--- src/rtl/mbank_pkg.sv ---
package mbank_pkg;

    localparam int ADDR_W    = 20;
    localparam int NUM_BANKS = 4;
    localparam int QSEL_W    = $clog2(NUM_BANKS);
    localparam int N_CS      = 3;
    localparam int N_PAIR    = 2;
    localparam int IO_AW     = 8;
    localparam int IO_DW     = 8;
    localparam int MAX_WAIT  = 4;
    localparam int BASE_RD   = 2;
    localparam int BASE_WR   = 3;
    localparam int MAX_LEN   = BASE_WR + MAX_WAIT;
    localparam int CNT_W     = $clog2(MAX_LEN + 1);
    localparam int CS_IDX_W  = $clog2(N_CS);
    localparam int PAIR_W    = $clog2(N_PAIR);

    // Field order matches the bit positions the decoder relies on.
    typedef struct packed {
        logic [1:0] ws_code;   // 7:6
        logic       inv_hi;    // 5
        logic       inv_lo;    // 4
        logic       wr_block;  // 3
        logic       pair_sel;  // 2
        logic [1:0] cs_code;   // 1:0
    } bank_ctl_t;

    typedef struct packed {
        logic [ADDR_W-1:0] addr;
        logic              is_write;
        bank_ctl_t         ctl;
    } cycle_t;

    function automatic logic [CNT_W-1:0] wait_states(input logic [1:0] code);
        logic [CNT_W-1:0] ws;
        unique case (code)
            2'b00:   ws = CNT_W'(MAX_WAIT);
            2'b01:   ws = CNT_W'(MAX_WAIT / 2);
            2'b10:   ws = CNT_W'(1);
            default: ws = '0;
        endcase
        return ws;
    endfunction

    function automatic logic [CNT_W-1:0] cycle_len(input logic [1:0] code,
                                                   input logic       wr);
        logic [CNT_W-1:0] base;
        base = wr ? CNT_W'(BASE_WR) : CNT_W'(BASE_RD);
        return base + wait_states(code);
    endfunction

    function automatic logic [CS_IDX_W-1:0] cs_index(input logic [1:0] code);
        logic [CS_IDX_W-1:0] idx;
        if (code[1])      idx = CS_IDX_W'(2);
        else if (code[0]) idx = CS_IDX_W'(1);
        else              idx = '0;
        return idx;
    endfunction

    function automatic logic [ADDR_W-1:0] remap_addr(input logic [ADDR_W-1:0] a,
                                                     input bank_ctl_t         c);
        logic [ADDR_W-1:0] r;
        r = a;
        r[ADDR_W-1] = a[ADDR_W-1] ^ c.inv_hi;
        r[ADDR_W-2] = a[ADDR_W-2] ^ c.inv_lo;
        return r;
    endfunction

endpackage

--- src/rtl/mbank_regfile.sv ---
module mbank_regfile
    import mbank_pkg::*;
#(
    parameter logic [IO_AW-1:0] IO_BASE   = 8'h14,
    parameter logic [IO_AW-1:0] GLOBAL_IO = 8'h10,
    parameter int               FORCE_BIT = 5
) (
    input  logic                        clk,
    input  logic                        rst,
    input  logic                        io_wr_en,
    input  logic [IO_AW-1:0]            io_addr,
    input  logic [IO_DW-1:0]            io_wdata,
    output bank_ctl_t [NUM_BANKS-1:0]   ctl_o,
    output logic                        force_cs_o
);

    logic [NUM_BANKS-1:0] hit;
    logic                 glob_hit;

    assign glob_hit = io_wr_en && (io_addr == GLOBAL_IO);

    for (genvar b = 0; b < NUM_BANKS; b++) begin : g_bank
        assign hit[b] = io_wr_en && (io_addr == IO_BASE + IO_AW'(b));

        always_ff @(posedge clk) begin
            if (rst)         ctl_o[b] <= '0;
            else if (hit[b]) ctl_o[b] <= bank_ctl_t'(io_wdata);
        end
    end

    always_ff @(posedge clk) begin
        if (rst)           force_cs_o <= 1'b0;
        else if (glob_hit) force_cs_o <= io_wdata[FORCE_BIT];
    end

    assert_other_io_ignored_R11: assert property (@(posedge clk) disable iff (rst)
        !(|hit) |=> $stable(ctl_o));

    assert_force_hold_R9: assert property (@(posedge clk) disable iff (rst)
        !glob_hit |=> $stable(force_cs_o));

endmodule

--- src/rtl/mbank_cycle_seq.sv ---
module mbank_cycle_seq
    import mbank_pkg::*;
(
    input  logic                       clk,
    input  logic                       rst,
    input  logic                       req_valid,
    input  logic                       req_write,
    input  logic [ADDR_W-1:0]          req_addr,
    input  bank_ctl_t [NUM_BANKS-1:0]  ctl_i,
    output logic                       active_o,
    output cycle_t                     cur_o,
    output logic [CNT_W-1:0]           cnt_o,
    output logic                       last_o
);

    logic [QSEL_W-1:0] quad;
    bank_ctl_t         sel_ctl;
    logic [CNT_W-1:0]  len_q;

    assign quad    = req_addr[ADDR_W-1 -: QSEL_W];
    assign sel_ctl = ctl_i[quad];
    assign last_o  = active_o && (cnt_o == len_q - 1'b1);

    always_ff @(posedge clk) begin
        if (rst) begin
            active_o <= 1'b0;
            cnt_o    <= '0;
            len_q    <= '0;
            cur_o    <= '0;
        end else if (!active_o) begin
            if (req_valid) begin
                active_o       <= 1'b1;
                cnt_o          <= '0;
                len_q          <= cycle_len(sel_ctl.ws_code, req_write);
                cur_o.addr     <= req_addr;
                cur_o.is_write <= req_write;
                cur_o.ctl      <= sel_ctl;
            end
        end else if (last_o) begin
            active_o <= 1'b0;
            cnt_o    <= '0;
        end else begin
            cnt_o <= cnt_o + 1'b1;
        end
    end

    assert_done_single_R3: assert property (@(posedge clk) disable iff (rst)
        last_o |=> !last_o);

    assert_cnt_bound_R3: assert property (@(posedge clk) disable iff (rst)
        active_o |-> (cnt_o < CNT_W'(MAX_LEN)));

    assert_snapshot_held_R10: assert property (@(posedge clk) disable iff (rst)
        (active_o && $past(active_o) && !$past(last_o)) |-> $stable(cur_o));

endmodule

--- src/rtl/mbank_strobe_drv.sv ---
module mbank_strobe_drv
    import mbank_pkg::*;
#(
    parameter int FORCE_CS = 1
) (
    input  logic               clk,
    input  logic               rst,
    input  logic               active_i,
    input  cycle_t             cur_i,
    input  logic [CNT_W-1:0]   cnt_i,
    input  logic               last_i,
    input  logic               force_cs_i,
    output logic [ADDR_W-1:0]  mem_addr,
    output logic [N_CS-1:0]    cs_n,
    output logic [N_PAIR-1:0]  oe_n,
    output logic [N_PAIR-1:0]  we_n,
    output logic               done
);

    logic [CS_IDX_W-1:0] cs_idx;
    logic                mid_clk;
    logic                we_allow;

    assign cs_idx   = cs_index(cur_i.ctl.cs_code);
    assign mid_clk  = (cnt_i != '0) && !last_i;
    assign we_allow = active_i && cur_i.is_write && !cur_i.ctl.wr_block && mid_clk;
    assign mem_addr = active_i ? remap_addr(cur_i.addr, cur_i.ctl) : '0;
    assign done     = last_i;

    for (genvar c = 0; c < N_CS; c++) begin : g_cs
        logic sel_here;
        assign sel_here = active_i && (cs_idx == CS_IDX_W'(c));
        if (c == FORCE_CS) begin : g_forced
            assign cs_n[c] = !(sel_here || force_cs_i);
        end else begin : g_plain
            assign cs_n[c] = !sel_here;
        end
    end

    for (genvar p = 0; p < N_PAIR; p++) begin : g_pair
        logic pair_here;
        assign pair_here = (cur_i.ctl.pair_sel == PAIR_W'(p));
        assign oe_n[p] = !(active_i && !cur_i.is_write && pair_here);
        assign we_n[p] = !(we_allow && pair_here);
    end

    assert_idle_quiet_R1: assert property (@(posedge clk) disable iff (rst)
        !active_i |-> ((&oe_n) && (&we_n) && !done));

    assert_oe_we_exclusive_R7: assert property (@(posedge clk) disable iff (rst)
        (&oe_n) || (&we_n));

    assert_we_not_last_R7: assert property (@(posedge clk) disable iff (rst)
        done |-> (&we_n));

    assert_cs_single_R5: assert property (@(posedge clk) disable iff (rst)
        (active_i && !force_cs_i) |-> ($countones(~cs_n) == 1));

    assert_wr_block_R8: assert property (@(posedge clk) disable iff (rst)
        (active_i && cur_i.ctl.wr_block) |-> (&we_n));

endmodule

--- src/rtl/mbank_strobe_ctl.sv ---
module mbank_strobe_ctl
    import mbank_pkg::*;
(
    input  logic               clk,
    input  logic               rst,
    input  logic               io_wr_en,
    input  logic [IO_AW-1:0]   io_addr,
    input  logic [IO_DW-1:0]   io_wdata,
    input  logic               req_valid,
    input  logic               req_write,
    input  logic [ADDR_W-1:0]  req_addr,
    output logic [ADDR_W-1:0]  mem_addr,
    output logic [N_CS-1:0]    cs_n,
    output logic [N_PAIR-1:0]  oe_n,
    output logic [N_PAIR-1:0]  we_n,
    output logic               cyc_done
);

    bank_ctl_t [NUM_BANKS-1:0] bank_ctl;
    logic                      force_cs;
    logic                      active;
    cycle_t                    cur;
    logic [CNT_W-1:0]          cnt;
    logic                      last;

    mbank_regfile #(
        .IO_BASE   (8'h14),
        .GLOBAL_IO (8'h10),
        .FORCE_BIT (5)
    ) u_regs (
        .clk        (clk),
        .rst        (rst),
        .io_wr_en   (io_wr_en),
        .io_addr    (io_addr),
        .io_wdata   (io_wdata),
        .ctl_o      (bank_ctl),
        .force_cs_o (force_cs)
    );

    mbank_cycle_seq u_seq (
        .clk       (clk),
        .rst       (rst),
        .req_valid (req_valid),
        .req_write (req_write),
        .req_addr  (req_addr),
        .ctl_i     (bank_ctl),
        .active_o  (active),
        .cur_o     (cur),
        .cnt_o     (cnt),
        .last_o    (last)
    );

    mbank_strobe_drv #(
        .FORCE_CS (1)
    ) u_drv (
        .clk        (clk),
        .rst        (rst),
        .active_i   (active),
        .cur_i      (cur),
        .cnt_i      (cnt),
        .last_i     (last),
        .force_cs_i (force_cs),
        .mem_addr   (mem_addr),
        .cs_n       (cs_n),
        .oe_n       (oe_n),
        .we_n       (we_n),
        .done       (cyc_done)
    );

endmodule

--- config.mk ---
export PLATFORM = sky130hd
export DESIGN_NAME = mbank_strobe_ctl
export DESIGN_NICKNAME = d
export VERILOG_FILES = /design/src/rtl/mbank_pkg.sv /design/src/rtl/mbank_regfile.sv /design/src/rtl/mbank_cycle_seq.sv /design/src/rtl/mbank_strobe_drv.sv /design/src/rtl/mbank_strobe_ctl.sv
export SDC_FILE = /design/constraint.sdc
export NUM_CORES = 1
export LEC_CHECK = 0
export BUFFER_PORTS_ARGS = -buffer_cell sky130_fd_sc_hd__clkbuf_2
export CAP_MARGIN = 15
export CORE_MARGIN = 2
export CORE_UTILIZATION = 40
export DETAILED_ROUTE_END_ITERATION = 6
export GPL_TIMING_DRIVEN = 0
export PLACE_DENSITY_LB_ADDON = 0.12
export REMOVE_ABC_BUFFERS = 1
export SETUP_SLACK_MARGIN = 0.2
export SLEW_MARGIN = 20
export SYNTH_ARGS = -nofsm -noshare
export SYNTH_HDL_FRONTEND = slang
export SYNTH_SLANG_ARGS = --single-unit
export TNS_END_PERCENT = 1
--- constraint.sdc ---
create_clock -name clk -period 2.8 [get_ports clk]
set_input_delay 0.14 -clock clk [delete_from_list [all_inputs] [get_ports clk]]
set_output_delay 0.14 -clock clk [all_outputs]
set_load 0.1 [all_outputs]
==> results.sh, run 1 <==
export IMPL_vias_per_cell=4.88
export IMPL_critical_path_depth=5
export IMPL_number_of_enable_flip_flop_cells_after_synthesis=0
export IMPL_post_route_min_period_ns=2.44
export IMPL_worst_setup_path_end_kind="primary output"
export IMPL_total_nets_final=449
export IMPL_place_area_mm2=0.00349
export IMPL_power_ir_vdd_worst_v=0.000345
export IMPL_timing_setup_critical_path_class="flip-flop to primary output"
export IMPL_postLayoutCellArea_mm2=0.00370
export IMPL_power_leakage_nw=1.63
export IMPL_post_place_cells=494
export IMPL_drt_wirelength_per_cell_um=12.7
export IMPL_power_density_mw_per_mm2=561
export IMPL_total_chip_power_mw=2.08
export IMPL_synth_top_area_share_pct=43.2
export IMPL_crit_path_cell_trace="xor3_1 > o31ai_1 > nor4b_1 > nand2_1 > clkbuf_2"
export IMPL_drcViolationCount=0
export IMPL_timing_critical_path_max_delay_family="XOR/XNOR gates"
export IMPL_worstPathArrival_ns=2.30
export IMPL_die_width_um=92.1
export IMPL_synth_main_ff_cell="sky130_fd_sc_hd__dfxtp_1"
export IMPL_post_synth_top_count_cell="sky130_fd_sc_hd__nand2_1"
export IMPL_initial_utilization_pct=40.8
export IMPL_mappedNetlistArea_mm2=0.00310
export IMPL_cap_violations=0
export IMPL_io_pins=69
export IMPL_numCtsBuffers=9
export IMPL_worst_setup_hold_path_clk_slew_ns=0.07
export IMPL_cts_setup_buffers=0
export IMPL_required_ns=2.66
export IMPL_post_dp_hpwl_mm=4.27
export IMPL_clockBufferDepth=2
export IMPL_detail_route_first_pass_iterations=4
export IMPL_fin_cells=510
export IMPL_fmax_mhz=410
export IMPL_final_min_period_over_clock_period_pct=87.0
export IMPL_multi_input_logic_area_mm2=0.00165
export IMPL_dr_first_iter_drc_count=96
export IMPL_numPortBuffers=68
export IMPL_postSynthRegisterBits=67
export IMPL_post_synth_num_cell_types=42
export IMPL_detailedPlace_worstSlack_ns=0.501
export IMPL_crit_path_top_delay_cell="sky130_fd_sc_hd__xor3_1"
export IMPL_setup_worst_path_start_class="flip-flop"
export IMPL_finish_utilization_pct=48.7
export IMPL_report_final_setup_viol=0
export IMPL_finalWeightedCongestion=0.700
export IMPL_chipHeight_um=92.1
export IMPL_hold_depth=3
export IMPL_layout_area_overhead_vs_synth_pct=19.4
export IMPL_final_setup_skew_ns=0.00520
export IMPL_ff2ff_path_depth=8
export IMPL_timing_final_ws_setup_ns=0.364
export IMPL_critPathMaxFanout=5
export IMPL_tritoncts="built"
export IMPL_number_of_global_route_vias_before_repair=2328
export IMPL_sequential_share_of_the_synthesized_area_pct=43.2
export IMPL_final_hold_worst_slack_ns=0.0226
export IMPL_fill_cells=766
export IMPL_first_pass_grt_wire_length_mm=10.9
export IMPL_ys_async_sr_fraction_pct=0
export IMPL_grtUsageTotal_pct=16.2
export IMPL_grt_antenna_before_repair=0
export IMPL_total_wirelength_mm=6.47
export IMPL_num_vias=2490
export IMPL_ys_warn_count=0
export IMPL_row_count=32
export IMPL_insertion_delay_ns=0.33
export IMPL_report_final_hold_viol_count=0
export IMPL_drive_above_1_share_pct=23.3
export IMPL_cts_num_sinks=67
export IMPL_synth_top_cell_by_area="sky130_fd_sc_hd__dfxtp_1"
export IMPL_synthesis_area_per_instance_um2=8.97
export IMPL_grt_start_max_net_pins=76
export IMPL_register_area_mm2=0.00134
export IMPL_ys_top_cells_by_area="sky130_fd_sc_hd__dfxtp_1 43%, sky130_fd_sc_hd__nand2_1 8.2%, sky130_fd_sc_hd__mux2i_1 8.1%"
export IMPL_slew_headroom_pct=48.5
export IMPL_min_delay_path_class="primary input to flip-flop"
export IMPL_ctsHtreeMaxLevel=3
export IMPL_unrepaired_setup_endpoints_after_global_routing="yes"
export IMPL_fp_dieArea_mm2=0.00848
export IMPL_yosys_top_cells_count="68 x sky130_fd_sc_hd__nand2_1, 67 x sky130_fd_sc_hd__dfxtp_1, 37 x sky130_fd_sc_hd__a21oi_1, 26 x sky130_fd_sc_hd__nand2b_1, 25 x sky130_fd_sc_hd__mux2i_1"
export IMPL_synthCells=346
export IMPL_totalNegativeSetupSlack_ns=0
export IMPL_critical_path_max_stage_delay_ns=0.47
export IMPL_ant_nets=0
export IMPL_outcome="finished, final reports clean"
export IMPL_overflow_after_grt=0
export IMPL_tightestPinTransition_ns=0.772
export IMPL_crit_buf_inv=1
export IMPL_insertedDiodeCount=0
export IMPL_slew_violations=0
export IMPL_cts_root_buf="sky130_fd_sc_hd__clkbuf_8"
export IMPL_placeableCoreArea_mm2=0.00761
-- state kept, by name (all words and copies together), names as in the netlist --
name and cells:
u_regs.ctl_o 32, u_seq.len_q 3, u_seq.cur_o 27, u_regs.force_cs_o 1, u_seq.cnt_o 3, u_seq.active_o 1
-- placed cells by master (no fill, tap or decap), types with 2 or more instances in the layout --
cell type                  netlist  layout
sky130_fd_sc_hd__a21oi_1        37      37
sky130_fd_sc_hd__and2_1         20      20
sky130_fd_sc_hd__and3_1          2       2
sky130_fd_sc_hd__clkbuf_2        0      66
sky130_fd_sc_hd__clkbuf_8        0      12
sky130_fd_sc_hd__clkinv_2        0       2
sky130_fd_sc_hd__dfxtp_1        67      66
sky130_fd_sc_hd__ha_1            5       5
sky130_fd_sc_hd__inv_1           8       8
sky130_fd_sc_hd__mux2i_1        25      25
sky130_fd_sc_hd__mux4_1          6       6
sky130_fd_sc_hd__mux4_2          2       2
sky130_fd_sc_hd__nand2_1        68      68
sky130_fd_sc_hd__nand2b_1       26      25
sky130_fd_sc_hd__nand3_1        12      12
sky130_fd_sc_hd__nor2_1         16      16
sky130_fd_sc_hd__nor2b_1         3       2
sky130_fd_sc_hd__xnor2_1         2       2
sky130_fd_sc_hd__xor2_1          2       2
-- path summary, 6_finish.rpt --
kind / from / end / slack, ns
max: u_seq.cnt_o[2] / we_n[1] / 0.36
min: req_addr[9] / u_seq.cur_o[18] / 0.02
max reg2reg: u_regs.ctl_o[30] / u_seq.len_q[2] / 0.74
min reg2reg: u_seq.cur_o[18] / u_seq.cur_o[18] / 0.45
-- logic make-up (layout without fill, tap and decap cells) --
| family | after synthesis | count (layout) | share of synthesized area [%] |
|---|---|---|---|
| AOI/OAI and AO/OA | 44 | 44 | 7.58 |
| DFF | 67 | 67 | 43.2 |
| buffers and inverters | 30 | 92 | 3.99 |
| and+or+nand+nor | 162 | 162 | 26.7 |
| adders and majority gates | 5 | 5 | 2.02 |
| muxes | 33 | 33 | 14.6 |
| xor gates and xnor gates | 5 | 5 | 1.90 |
-- area by class of cell --
| cell class | instances | area share [%] |
|---|---|---|
| repair buffers | 68 | 9.26 |
| multi-input cells | 249 | 44.5 |
| clock inverters | 4 | 1.28 |
| clock buffers | 12 | 4.46 |
| inverters | 8 | 0.811 |
| well taps | 102 | 3.45 |
| flip-flops and latches | 67 | 36.3 |
-- layer usage --
layer,track usage (%),part of all wire [%],vias to the layer above,wire [µm]
met5,0,0,-,0
met4,3.36,0.70,0,45
met3,5.18,5.9,4,381
met2,26.4,45,74,2900
met1,21.1,49,1135,3140
li1,-,-,1277,-
-- repair_timing --
item | CTS | global route
hold buffers | 0 | 0
endpoints found under the setup margin | 2 | 2
resized for setup | 1 | 1
cloned | 0 | 0
-- worst register-to-register path, stage by stage, from the launching register on --
cell and delay (ns):
sky130_fd_sc_hd__dfxtp_1 0.32, sky130_fd_sc_hd__mux4_2 0.50, sky130_fd_sc_hd__and2b_2 0.23, sky130_fd_sc_hd__ha_1 0.13, sky130_fd_sc_hd__inv_1 0.04, sky130_fd_sc_hd__ha_1 0.17, sky130_fd_sc_hd__or3_1 0.36, sky130_fd_sc_hd__nand3_1 0.09
sky130_fd_sc_hd__a21oi_1 0.07
-- power breakdown --
group,total [mW],internal [mW],switching (mW)
clock network,0.830,0.481,0.349
registers,0.997,0.977,0.0203
logic,0.250,0.0772,0.173
Power figures use the tool's default switching activity.
==> inputs of run 2 (changes only) <==
Settings changed: BUFFER_PORTS_ARGS -buffer_cell sky130_fd_sc_hd__clkbuf_2 to default, DONT_BUFFER_PORTS from default to 1.
Clock period 2.8 ns to 3.1 ns, I/O delays scaled along.
==> run 2 against run 1 <==
Combinational power down 10%; global-route usage up 1.2 points; core utilization decreased by 0.082 points; die area unchanged; largest power group unchanged; clock power down 22%; sequential share of layout area up 0.061 points; critical path type unchanged; sequential power fell by 9.5%; cell area shrank 0.17%; first-iteration DRC count shrank 51%.
==> results.sh, run 2 (synthesis results as in run 1) <==
export IMPL_outcome="finished, final reports clean"
export IMPL_critical_path_max_stage_delay_ns=0.66
export IMPL_timing_rr_start="u_regs.ctl_o[30]"
export IMPL_die_width_um=92.1
export IMPL_detail_route_first_pass_iterations=4
export IMPL_slew_headroom_pct=30.1
export IMPL_unrepaired_setup_endpoints_after_global_routing="yes"
export IMPL_post_route_min_period_ns=2.72
export IMPL_setup_worst_path_start_class="flip-flop"
export IMPL_drt_wirelength_per_cell_um=14.7
export IMPL_postLayoutCellArea_mm2=0.00370
export IMPL_total_wirelength_mm=6.97
export IMPL_numCtsBuffers=9
export IMPL_io_pins=69
export IMPL_initial_utilization_pct=40.8
export IMPL_tritoncts="built"
export IMPL_overflow_after_grt=0
export IMPL_slew_violations=0
export IMPL_cap_violations=0
export IMPL_required_ns=2.94
export IMPL_power_leakage_nw=1.48
export IMPL_row_count=32
export IMPL_crit_path_cell_trace="inv_1 > ha_1 > xnor2_1 > o31ai_1 > nor4b_1 > nand2b_1"
export IMPL_report_final_setup_viol=0
export IMPL_total_chip_power_mw=1.77
export IMPL_grt_start_max_net_pins=60
export IMPL_layout_cells_most_common_list="68 x sky130_fd_sc_hd__nand2_1, 66 x sky130_fd_sc_hd__dfxtp_1, 37 x sky130_fd_sc_hd__a21oi_1"
export IMPL_setup_worst_path_start="u_seq.len_q[0]"
export IMPL_worstPathArrival_ns=2.56
export IMPL_critPathMaxFanout=3
export IMPL_final_setup_skew_ns=0.00846
export IMPL_placeableCoreArea_mm2=0.00761
export IMPL_post_dp_hpwl_mm=4.08
export IMPL_number_of_global_route_vias_before_repair=2340
export IMPL_power_density_mw_per_mm2=480
export IMPL_power_ir_vdd_worst_v=0.000169
export IMPL_ctsHtreeMaxLevel=3
export IMPL_cts_setup_buffers=0
export IMPL_numPortBuffers=0
export IMPL_finalWeightedCongestion=0.706
export IMPL_final_min_period_over_clock_period_pct=87.6
export IMPL_timing_setup_critical_path_class="flip-flop to primary output"
export IMPL_ant_nets=0
export IMPL_largest_register_ffs=32
export IMPL_chipHeight_um=92.1
export IMPL_fmax_mhz=368
export IMPL_insertedDiodeCount=0
export IMPL_tightestPinTransition_ns=1.05
export IMPL_fp_dieArea_mm2=0.00848
export IMPL_drcViolationCount=0
export IMPL_max_flop_register="u_regs.ctl_o"
export IMPL_clockBufferDepth=2
export IMPL_final_common_cell="sky130_fd_sc_hd__nand2_1"
export IMPL_report_final_hold_viol_count=0
export IMPL_dr_first_iter_drc_count=47
export IMPL_insertion_delay_ns=0.34
export IMPL_reg_top3="u_regs.ctl_o (32), u_seq.cur_o (27)"
export IMPL_crit_path_top_delay_cell="sky130_fd_sc_hd__nand2b_1"
export IMPL_cts_root_buf="sky130_fd_sc_hd__clkbuf_8"
export IMPL_first_pass_grt_wire_length_mm=11.5
export IMPL_grtUsageTotal_pct=17.4
export IMPL_cts_num_sinks=67
export IMPL_hold_path_origin="rst"
export IMPL_finish_utilization_pct=48.6
export IMPL_layout_area_overhead_vs_synth_pct=19.2
export IMPL_hold_depth=2
export IMPL_vias_per_cell=4.95
export IMPL_drive_above_1_share_pct=7.24
export IMPL_min_delay_path_class="primary input to flip-flop"
export IMPL_ff2ff_path_depth=8
export IMPL_worst_setup_path_end_kind="primary output"
export IMPL_worst_setup_hold_path_clk_slew_ns=0.07
export IMPL_num_vias=2353
export IMPL_place_area_mm2=0.00319
export IMPL_total_nets_final=414
export IMPL_grt_antenna_before_repair=0
==> run 2: changes by cell type in the layout (fill, tap and decap cells not counted) <==
cell / delta
sky130_fd_sc_hd__clkbuf_2: -66
sky130_fd_sc_hd__dlygate4sd3_1: +31
sky130_fd_sc_hd__clkbuf_1: +3
sky130_fd_sc_hd__a31oi_1: -1
sky130_fd_sc_hd__a31oi_4: +1
sky130_fd_sc_hd__buf_16: +1
sky130_fd_sc_hd__buf_2: -1
sky130_fd_sc_hd__buf_8: +1
sky130_fd_sc_hd__bufinv_16: -1
sky130_fd_sc_hd__clkbuf_4: -1
sky130_fd_sc_hd__clkbuf_8: -1
sky130_fd_sc_hd__clkinvlp_4: -1
sky130_fd_sc_hd__nor4b_2: -1
sky130_fd_sc_hd__nor4b_4: +1
==> run 2: per-layer routing <==
layer	track usage, %	wire (µm)	vias up
met5	0	0	-
met4	7.46	105	0
met3	3.94	381	9
met2	26.9	3020	70
met1	23.4	3460	1052
li1	-	-	1222
==> run 2: what timing repair did <==
action / 4_1_cts / 5_1_grt
hold buffers: 32 / 0
resized for setup: 1 / 0
endpoints found under the setup margin: 2 / 2
hold endpoints to repair: 65 / 0
==> run 2: layout make-up <==
type                    instances  area (µm²)
flip-flops and latches         67        1340
repair buffers                 33         353
inverters                       8        30.0
clock buffers                  14         163
fillers                       750        3910
multi-input cells             249        1670
well taps                     102         128
clock inverters                 2        10.0
==> run 2: metrics by stage <==
stage               worst slack, ns  setup TNS, ns  hold WS, ns  std cells
detailed placement            0.533              0        0.234        427
global route                  0.184              0       0.0134        475
global placement             -0.152         -0.261        0.232        426
CTS                           0.308              0       0.0129        475
finish                        0.384              0       0.0234        475
floorplan                     0.134              0        0.224        324
==> run 2: worst paths after layout <==
| path | end | slack [ns] |
|---|---|---|
| max | we_n[0] | 0.38 |
| min | u_regs.ctl_o[27] | 0.02 |
| max reg2reg | u_seq.len_q[2] | 1.07 |
| min reg2reg | u_seq.cur_o[22] | 0.45 |
==> run 2: where the power goes <==
part	leakage (nW)	switching, mW	total (mW)	internal (mW)
Sequential	0.544	0.0192	0.902	0.883
Combinational	0.845	0.148	0.225	0.0772
Clock	0.0905	0.314	0.647	0.333
==> run 2: critical path, delay by kind of cell (launching register included) <==
family | cells | cell delay, ns
simple gates | 2 | 1.05
flops | 1 | 0.37
fa+ha+maj | 1 | 0.29
xor+xnor | 1 | 0.28
compound gates | 1 | 0.17
buf+inv | 1 | 0.06
